--- config.mk ---
export PLATFORM = sky130hd
export DESIGN_NAME = rom_value_profiler
export DESIGN_NICKNAME = d
export VERILOG_FILES = /design/src/rtl/rvp_pkg.sv /design/src/rtl/rvp_addr_gen.sv /design/src/rtl/rvp_table.sv /design/src/rtl/rvp_ctrl.sv /design/src/rtl/rom_value_profiler.sv
export SDC_FILE = /design/constraint.sdc
export NUM_CORES = 2
export LEC_CHECK = 0
export ABC_AREA = 0
export BUFFER_PORTS_ARGS = -buffer_cell sky130_fd_sc_hd__buf_2
export CAP_MARGIN = 20
export CORE_MARGIN = 2
export CORE_UTILIZATION = 40
export CTS_CLUSTER_SIZE = 24
export DETAILED_ROUTE_END_ITERATION = 7
export GPL_ROUTABILITY_DRIVEN = 0
export HOLD_SLACK_MARGIN = 0.1
export SLEW_MARGIN = 20
export SYNTH_ARGS = -nofsm -noshare
export SYNTH_HDL_FRONTEND = slang
export SYNTH_SLANG_ARGS = --single-unit
--- constraint.sdc ---
create_clock -name clk -period 5.99 [get_ports clk]
set_input_delay 1.198 -clock clk [delete_from_list [all_inputs] [get_ports clk]]
set_output_delay 1.198 -clock clk [all_outputs]
set_load 0.005 [all_outputs]
--- src/rtl/rvp_pkg.sv ---
package rvp_pkg;
   typedef enum logic [1:0] {
      PH_IDLE = 2'd0,
      PH_ROOT = 2'd1,
      PH_FULL = 2'd2
   } rvp_phase_e;

   // One in-flight ROM read: valid, phase it belongs to, offset read
   typedef struct packed {
      logic        vld;
      logic        full;
      logic [15:0] off;
   } rvp_tag_t;

   localparam int unsigned RVP_CPU_AW = 16;
endpackage

--- src/rtl/rvp_addr_gen.sv ---
module rvp_addr_gen
   import rvp_pkg::*;
#(
   parameter int unsigned ADDR_W  = 15,
   parameter int unsigned ROM_LAT = 1
) (
   input  logic              clk,
   input  logic              rst_n,
   input  logic              restart,
   input  logic              phase_full,
   input  logic              halt,
   output logic              rom_rd,
   output logic [ADDR_W-1:0] rom_addr,
   output rvp_tag_t          ret_tag,
   output logic              ret_last
);
   localparam logic [ADDR_W-1:0] LAST_OFF = {ADDR_W{1'b1}};

   logic [ADDR_W-1:0] ptr_q;
   logic              active_q;
   logic              full_q;
   rvp_tag_t          issue_tag;

   always_ff @(posedge clk) begin
      if (!rst_n) begin
         ptr_q    <= '0;
         active_q <= 1'b0;
         full_q   <= 1'b0;
      end else if (restart) begin
         ptr_q    <= '0;
         active_q <= 1'b1;
         full_q   <= phase_full;
      end else if (halt) begin
         active_q <= 1'b0;
      end else if (active_q) begin
         ptr_q <= ptr_q + 1'b1;
         if (ptr_q == LAST_OFF) active_q <= 1'b0;
      end
   end

   assign rom_rd   = active_q;
   assign rom_addr = ptr_q;

   always_comb begin
      issue_tag      = '0;
      issue_tag.vld  = active_q;
      issue_tag.full = full_q;
      issue_tag.off  = 16'(ptr_q);
   end

   // Delay line matching the ROM read latency
   generate
      if (ROM_LAT == 1) begin : g_lat_one
         rvp_tag_t tag_q;
         always_ff @(posedge clk) begin
            if (!rst_n) tag_q <= '0;
            else        tag_q <= issue_tag;
         end
         assign ret_tag = tag_q;
      end else begin : g_lat_multi
         rvp_tag_t tag_q [ROM_LAT];
         for (genvar s = 0; s < ROM_LAT; s++) begin : g_stage
            always_ff @(posedge clk) begin
               if (!rst_n)      tag_q[s] <= '0;
               else if (s == 0) tag_q[s] <= issue_tag;
               else             tag_q[s] <= tag_q[s-1];
            end
         end
         assign ret_tag = tag_q[ROM_LAT-1];
      end
   endgenerate

   assign ret_last = (ret_tag.off[ADDR_W-1:0] == LAST_OFF);
endmodule

--- src/rtl/rvp_table.sv ---
module rvp_table #(
   parameter int unsigned DATA_W = 8
) (
   input  logic                 clk,
   input  logic                 rst_n,
   input  logic                 clr,
   input  logic                 wr_req,
   input  logic [DATA_W-1:0]    wr_val,
   input  logic [15:0]          wr_addr,
   input  logic [DATA_W-1:0]    rd_idx,
   output logic [15:0]          rd_addr,
   output logic [(1<<DATA_W)-1:0] found_vec,
   output logic [DATA_W:0]      found_cnt
);
   localparam int unsigned VALS = 1 << DATA_W;

   logic [15:0]     mem_q [VALS];
   logic [VALS-1:0] found_q;
   logic [DATA_W:0] cnt_q;
   logic            take;

   assign take = wr_req && !found_q[wr_val];

   always_ff @(posedge clk) begin
      if (!rst_n) begin
         found_q <= '0;
         cnt_q   <= '0;
      end else if (clr) begin
         found_q <= '0;
         cnt_q   <= '0;
      end else if (take) begin
         found_q[wr_val] <= 1'b1;
         cnt_q           <= cnt_q + 1'b1;
      end
   end

   always_ff @(posedge clk) begin
      if (take && !clr) mem_q[wr_val] <= wr_addr;
      rd_addr <= mem_q[rd_idx];
   end

   assign found_vec = found_q;
   assign found_cnt = cnt_q;
endmodule

--- src/rtl/rvp_ctrl.sv ---
module rvp_ctrl
   import rvp_pkg::*;
#(
   parameter int unsigned ADDR_W    = 15,
   parameter int unsigned DATA_W    = 8,
   parameter logic [15:0] BASE_ADDR = 16'h8000
) (
   input  logic              clk,
   input  logic              rst_n,
   input  logic              start,
   input  rvp_tag_t          ret_tag,
   input  logic              ret_last,
   input  logic [DATA_W-1:0] ret_data,
   output logic              restart,
   output logic              phase_full,
   output logic              halt,
   output logic              tbl_clr,
   output logic              tbl_wr,
   output logic [15:0]       cpu_addr,
   output logic              busy,
   output logic              done,
   output logic              root_valid,
   output logic              no_root,
   output logic [15:0]       root_addr
);
   rvp_phase_e state_q;
   logic       done_q;
   logic       rv_q;
   logic       nr_q;
   logic [15:0] ra_q;
   logic       ret_root;
   logic       ret_full;
   logic       zero_hit;

   assign ret_root = ret_tag.vld && !ret_tag.full && (state_q == PH_ROOT);
   assign ret_full = ret_tag.vld &&  ret_tag.full && (state_q == PH_FULL);
   assign zero_hit = ret_root && (ret_data == '0);
   assign cpu_addr = BASE_ADDR | ret_tag.off;

   always_comb begin
      restart    = 1'b0;
      phase_full = 1'b0;
      halt       = 1'b0;
      tbl_clr    = 1'b0;
      if (state_q == PH_IDLE && start) begin
         restart = 1'b1;
         tbl_clr = 1'b1;
      end else if (zero_hit) begin
         restart    = 1'b1;
         phase_full = 1'b1;
      end else if (ret_root && ret_last) begin
         halt = 1'b1;
      end
   end

   assign tbl_wr = ret_full;

   always_ff @(posedge clk) begin
      if (!rst_n) begin
         state_q <= PH_IDLE;
         done_q  <= 1'b0;
         rv_q    <= 1'b0;
         nr_q    <= 1'b0;
         ra_q    <= '0;
      end else begin
         done_q <= 1'b0;
         unique case (state_q)
            PH_IDLE: if (start) begin
               state_q <= PH_ROOT;
               rv_q    <= 1'b0;
               nr_q    <= 1'b0;
               ra_q    <= '0;
            end
            PH_ROOT: if (zero_hit) begin
               state_q <= PH_FULL;
               rv_q    <= 1'b1;
               ra_q    <= cpu_addr;
            end else if (ret_root && ret_last) begin
               state_q <= PH_IDLE;
               nr_q    <= 1'b1;
               done_q  <= 1'b1;
            end
            PH_FULL: if (ret_full && ret_last) begin
               state_q <= PH_IDLE;
               done_q  <= 1'b1;
            end
            default: state_q <= PH_IDLE;
         endcase
      end
   end

   assign busy       = (state_q != PH_IDLE);
   assign done       = done_q;
   assign root_valid = rv_q;
   assign no_root    = nr_q;
   assign root_addr  = ra_q;
endmodule

--- src/rtl/rom_value_profiler.sv ---
module rom_value_profiler
   import rvp_pkg::*;
#(
   parameter int unsigned ADDR_W    = 15,
   parameter int unsigned DATA_W    = 8,
   parameter int unsigned ROM_LAT   = 1,
   parameter logic [15:0] BASE_ADDR = 16'h8000,
   localparam int unsigned VALS     = 1 << DATA_W
) (
   input  logic              clk,
   input  logic              rst_n,
   input  logic              start,
   output logic              busy,
   output logic              done,
   output logic              root_valid,
   output logic              no_root,
   output logic [15:0]       root_addr,
   output logic              rom_rd,
   output logic [ADDR_W-1:0] rom_addr,
   input  logic [DATA_W-1:0] rom_data,
   input  logic [DATA_W-1:0] tbl_idx,
   output logic [15:0]       tbl_addr,
   output logic [VALS-1:0]   found_vec,
   output logic [DATA_W:0]   found_cnt
);
   // Elaboration-time parameter checks
   generate
      if (ADDR_W < 2 || ADDR_W > RVP_CPU_AW)
         begin : g_bad_aw  $error("ADDR_W out of range"); end
      if (DATA_W < 1 || DATA_W > 8)
         begin : g_bad_dw  $error("DATA_W out of range"); end
      if (ROM_LAT < 1 || ROM_LAT > 8)
         begin : g_bad_lat $error("ROM_LAT out of range"); end
      if (ADDR_W < RVP_CPU_AW && (BASE_ADDR & ((16'd1 << ADDR_W) - 16'd1)) != 16'd0)
         begin : g_bad_base $error("BASE_ADDR not aligned to the ROM size"); end
   endgenerate

   logic     restart, phase_full, halt, tbl_clr, tbl_wr;
   logic [15:0] cpu_addr;
   rvp_tag_t ret_tag;
   logic     ret_last;

   rvp_addr_gen #(.ADDR_W(ADDR_W), .ROM_LAT(ROM_LAT)) u_addr (
      .clk        (clk),
      .rst_n      (rst_n),
      .restart    (restart),
      .phase_full (phase_full),
      .halt       (halt),
      .rom_rd     (rom_rd),
      .rom_addr   (rom_addr),
      .ret_tag    (ret_tag),
      .ret_last   (ret_last)
   );

   rvp_ctrl #(.ADDR_W(ADDR_W), .DATA_W(DATA_W), .BASE_ADDR(BASE_ADDR)) u_ctrl (
      .clk        (clk),
      .rst_n      (rst_n),
      .start      (start),
      .ret_tag    (ret_tag),
      .ret_last   (ret_last),
      .ret_data   (rom_data),
      .restart    (restart),
      .phase_full (phase_full),
      .halt       (halt),
      .tbl_clr    (tbl_clr),
      .tbl_wr     (tbl_wr),
      .cpu_addr   (cpu_addr),
      .busy       (busy),
      .done       (done),
      .root_valid (root_valid),
      .no_root    (no_root),
      .root_addr  (root_addr)
   );

   rvp_table #(.DATA_W(DATA_W)) u_table (
      .clk       (clk),
      .rst_n     (rst_n),
      .clr       (tbl_clr),
      .wr_req    (tbl_wr),
      .wr_val    (rom_data),
      .wr_addr   (cpu_addr),
      .rd_idx    (tbl_idx),
      .rd_addr   (tbl_addr),
      .found_vec (found_vec),
      .found_cnt (found_cnt)
   );
endmodule

==> flow_summary.html <==
<table>
<tr><th>Metric</th><th>Value</th></tr>
<tr><th colspan="2">Status</th></tr>
<tr><td>Outcome</td><td>finished clean</td></tr>
<tr><th colspan="2">CTS</th></tr>
<tr><td>Number of clock sinks</td><td>~4200</td></tr>
<tr><td>Post-CTS setup buffer count</td><td>0</td></tr>
<tr><td>Clock tree buffer depth</td><td>4</td></tr>
<tr><td>Cts repair resizes</td><td>0</td></tr>
<tr><td>Clock latency on the worst-skew pair</td><td>between 0.9 and 1 ns</td></tr>
<tr><td>CTS clock-pin slew for the worst setup and hold paths</td><td>about 0.06 ns</td></tr>
<tr><td>TritonCTS clock tree</td><td>done</td></tr>
<tr><td>Number of hold buffers added after cts</td><td>0</td></tr>
<tr><td>Root Driver</td><td>sky130_fd_sc_hd__clkbuf_16</td></tr>
<tr><td>H-tree levels</td><td>5</td></tr>
<tr><td>Number of CTS-inserted buffers</td><td>slightly above 400</td></tr>
<tr><th colspan="2">Worst hold path</th></tr>
<tr><td>Class of the tightest hold or removal check</td><td>flip-flop to flip-flop</td></tr>
<tr><td>Cells on Worst Hold Path</td><td>2</td></tr>
<tr><th colspan="2">Synth</th></tr>
<tr><td>Instance count of the mapped netlist</td><td>between 7000 and 8000</td></tr>
<tr><td>Synth cell types</td><td>62</td></tr>
<tr><td>Async set or reset register ratio after synthesis</td><td>0%</td></tr>
<tr><td>Top cells by area in the synthesized netlist</td><td>sky130_fd_sc_hd__edfxtp_1, sky130_fd_sc_hd__mux4_2, sky130_fd_sc_hd__dfxtp_1, sky130_fd_sc_hd__o41ai_2, sky130_fd_sc_hd__clkbuf_1</td></tr>
<tr><td>Post-synthesis register bit count</td><td>4174</td></tr>
<tr><td>Net count of the mapped netlist</td><td>7212</td></tr>
<tr><td>Ys Warns</td><td>0</td></tr>
<tr><td>Cell taking the most area after synthesis</td><td>sky130_fd_sc_hd__edfxtp_1</td></tr>
<tr><td>Portion of synthesized cell area occupied by the leading cell type</td><td>71.51%</td></tr>
<tr><td>Most frequently used flop master after synthesis</td><td>sky130_fd_sc_hd__edfxtp_1</td></tr>
<tr><td>Area of the mapped netlist</td><td>roughly 160000 µm²</td></tr>
<tr><td>EDFF count, synth</td><td>between 3000 and 4000</td></tr>
<tr><td>Share of the yosys chip area belonging to registers</td><td>75.66%</td></tr>
<tr><td>Mean area per synthesized cell</td><td>22.44 µm²</td></tr>
<tr><th colspan="2">Cells and area</th></tr>
<tr><td>Filler Cell Count</td><td>between 30000 and 40000</td></tr>
<tr><td>Final core utilization</td><td>a little under half</td></tr>
<tr><td>Proportion of layout cells with a drive suffix above 1</td><td>37.36%</td></tr>
<tr><td>Cell area after layout</td><td>between 150000 and 200000 µm²</td></tr>
<tr><td>Most frequent cells in the layout</td><td>sky130_fd_sc_hd__edfxtp_1, sky130_fd_sc_hd__mux4_2, sky130_fd_sc_hd__buf_4</td></tr>
<tr><td>Number of nets in the final layout</td><td>about 8000</td></tr>
<tr><td>Most common library cell in the layout ignoring fill and taps</td><td>sky130_fd_sc_hd__edfxtp_1</td></tr>
<tr><td>Area growth from synthesis to final layout</td><td>15.76%</td></tr>
<tr><th colspan="2">Setup path</th></tr>
<tr><td>Data required time of the critical path</td><td>6.63 ns</td></tr>
<tr><td>Critical path fanouts, max</td><td>slightly above 100</td></tr>
<tr><td>Category of the worst setup path capture point</td><td>flip-flop</td></tr>
<tr><td>Worst reg-to-reg path cell count</td><td>10</td></tr>
<tr><td>Crit start category</td><td>input port</td></tr>
<tr><td>Worst EP arrival</td><td>approximately 5.4 ns</td></tr>
<tr><td>Critical Setup Path Class</td><td>input port to flip-flop</td></tr>
<tr><td>Worst R2R Setup Slack</td><td>approximately 2.0 ns</td></tr>
<tr><th colspan="2">Floorplanning</th></tr>
<tr><td>Overall die area</td><td>slightly above 400000 µm²</td></tr>
<tr><td>Number of standard-cell rows in the floorplan</td><td>233</td></tr>
<tr><td>X dimension of the die</td><td>~640 µm</td></tr>
<tr><td>Boundary pin count</td><td>between 300 and 400</td></tr>
<tr><td>Initial Utilization</td><td>between 40% and 50%</td></tr>
<tr><td>Area inside the core boundary</td><td>just over 400000 µm²</td></tr>
<tr><td>Height of the die</td><td>638.9 µm</td></tr>
<tr><th colspan="2">Pwr</th></tr>
<tr><td>Areal power density over the cells</td><td>roughly 320 nW/µm²</td></tr>
<tr><td>Leakage power figure</td><td>53.35 nW</td></tr>
<tr><td>Highest ir drop seen on vdd</td><td>0.2755 mV</td></tr>
<tr><th colspan="2">Global routing</th></tr>
<tr><td>Number of global-route vias before repair</td><td>roughly 80000</td></tr>
<tr><td>Total track usage</td><td>a little under a quarter</td></tr>
<tr><td>Largest net degree at the start of global routing</td><td>167</td></tr>
<tr><td>First-pass GRT wire length</td><td>656700 µm</td></tr>
<tr><td>Grt ovf</td><td>0</td></tr>
<tr><td>Antenna violations before repair</td><td>24</td></tr>
<tr><th colspan="2">Timing</th></tr>
<tr><td>Hold Violations, Final</td><td>0</td></tr>
<tr><td>Final hold slack</td><td>around 0.46 ns</td></tr>
<tr><td>Unrepaired setup endpoints after global routing</td><td>no</td></tr>
<tr><td>Endpoints failing setup</td><td>0</td></tr>
<tr><td>Tmin final</td><td>between 4 and 5 ns</td></tr>
<tr><td>Worst Max-Slew Pin Slew</td><td>1.177 ns</td></tr>
<tr><td>Number of pins with negative max-slew slack in the final report</td><td>0</td></tr>
<tr><td>Max Fclk</td><td>roughly 210 MHz</td></tr>
<tr><td>Crit share post-route</td><td>around four fifths</td></tr>
<tr><td>Maximum clock skew at final layout</td><td>slightly below 0.08 ns</td></tr>
<tr><td>Worst slew margin</td><td>between 20% and 30%</td></tr>
<tr><td>Final setup TNS</td><td>0 ns</td></tr>
<tr><th colspan="2">Route</th></tr>
<tr><td>Number of DRC violations after detailed-routing iteration 0</td><td>11490</td></tr>
<tr><td>Detail-routed net length per standard cell</td><td>between 30 and 40 µm</td></tr>
<tr><td>Post-detailed-route via-to-cell ratio</td><td>around 6.0</td></tr>
<tr><td>Antenna Nets Post-Route</td><td>0</td></tr>
<tr><td>Residual DRC count</td><td>0</td></tr>
<tr><td>Via total after detailed routing</td><td>81730</td></tr>
<tr><td>First-pass DRT Iterations</td><td>5</td></tr>
<tr><td>Total wirelength of the detailed-routed design</td><td>474100 µm</td></tr>
<tr><th colspan="2">Place</th></tr>
<tr><td>Instance area after placement</td><td>between 150000 and 200000 µm²</td></tr>
<tr><td>Hpwl dp</td><td>roughly 310000 µm</td></tr>
<tr><td>Number of input and output port buffers inserted</td><td>roughly 330</td></tr>
<tr><th colspan="2">Job</th></tr>
<tr><td>Max-cap violations</td><td>0</td></tr>
</table>
==> flip-flops by register name (all words and copies together), names as in the netlist <==
name               cells
u_ctrl.root_valid      1
u_ctrl.state_q         2
u_addr.full_q          1
u_addr.rom_rd          1
u_addr.rom_addr       15
u_table.rd_addr       15
u_ctrl.root_addr      15
u_ctrl.done            1
u_ctrl.no_root         1
u_addr.ret_tag        17
u_table.mem_q       3840
u_table.found_cnt      9
u_table.found_vec    256
==> Yosys cell counts (20+ instances only) <==
library cell / instances
sky130_fd_sc_hd__mux4_2: 1323
sky130_fd_sc_hd__nand2_1: 257
sky130_fd_sc_hd__nor2_1: 208
sky130_fd_sc_hd__and2_1: 20
sky130_fd_sc_hd__a32o_1: 24
sky130_fd_sc_hd__buf_2: 34
sky130_fd_sc_hd__o41ai_2: 96
sky130_fd_sc_hd__a21oi_1: 43
sky130_fd_sc_hd__clkbuf_1: 321
sky130_fd_sc_hd__o31ai_1: 30
sky130_fd_sc_hd__nor3_1: 176
sky130_fd_sc_hd__edfxtp_1: 3840
sky130_fd_sc_hd__nand3_1: 54
sky130_fd_sc_hd__buf_1: 109
sky130_fd_sc_hd__a22oi_1: 31
sky130_fd_sc_hd__dfxtp_1: 334
sky130_fd_sc_hd__o41ai_1: 32
sky130_fd_sc_hd__a31oi_1: 72
==> routing by layer <==
| metal | GRT usage [%] | part of all wire (%) | vias up |
|---|---|---|---|
| met5 | 0 | 0.0057 | - |
| met4 | 7.548 | 3.6 | 4 |
| met3 | 3.989 | 8.9 | 607 |
| met2 | 36.17 | 47 | 4689 |
| met1 | 32.31 | 40 | 44250 |
| li1 | - | - | 32170 |
==> cell families after synthesis <==
family | share of synthesized area [%]
AO/OA/AOI/OAI | 2.146
multiplexers | 18.64
other | 0.002326
buffers and inverters | 1.260
flip-flops | 75.66
XOR/XNOR | 0.05432
adder cells (fa/ha/maj) | 0.04656
AND/OR/NAND/NOR | 2.189
==> path summary, 6_finish.rpt <==
path	start	endpoint
hold reg to reg	u_ctrl.root_addr[12]$_SDFFE_PN0P_	u_ctrl.root_addr[12]$_SDFFE_PN0P_
setup / recovery	rom_data[0]	u_table.mem_q[171][12]$_DFFE_PP_
setup reg to reg	u_table.found_vec[82]$_SDFFE_PP0P_	u_table.mem_q[171][12]$_DFFE_PP_
hold / removal	u_ctrl.root_addr[12]$_SDFFE_PN0P_	u_ctrl.root_addr[12]$_SDFFE_PN0P_
==> critical path, stage by stage <==
cell	delay, ns
sky130_fd_sc_hd__buf_4	0.40
sky130_fd_sc_hd__buf_12	0.32
sky130_fd_sc_hd__buf_4	0.30
sky130_fd_sc_hd__mux4_2	0.55
sky130_fd_sc_hd__a311o_1	0.39
sky130_fd_sc_hd__a32oi_1	0.18
sky130_fd_sc_hd__nand3_1	0.35
sky130_fd_sc_hd__nor2_4	0.27
sky130_fd_sc_hd__nand2b_4	0.26
sky130_fd_sc_hd__buf_12	0.30
sky130_fd_sc_hd__nor3_2	0.30
sky130_fd_sc_hd__buf_4	0.30
==> power breakdown <==
| group | internal, mW | total [mW] | switching, mW |
|---|---|---|---|
| Sequential | 31.4 | 31.4 | 0.0278 |
| Clock | 14.8 | 25.9 | 11.1 |
| Combinational | 0.615 | 1.73 | 1.11 |
==> stage by stage <==
stage / total power, mW / instances / worst slack, ns
after floorplan: 33.10 / 7187 / 0.5890
final: 59.06 / 13580 / 1.223
after CTS: 59.40 / 13560 / 1.342
after global placement: 33.73 / 12820 / 0.3653
after detailed placement: 33.75 / 12820 / 0.3398
after global routing: 60.56 / 13570 / 1.109
==> layout make-up <==
class                   count  area, µm²  share of cell area (%)
diodes                     17      42.54                 0.02279
clock buffers             492      10650                   5.705
clock inverters           252       2798                   1.499
inverters                  13      48.80                 0.02614
multi-input cells        2515      38280                   20.51
flip-flops and latches   4174     122100                   65.39
well taps                5287       6615                   3.544
repair buffers            834       6176                   3.309
Note: power is estimated with default switching activity, not from simulation.
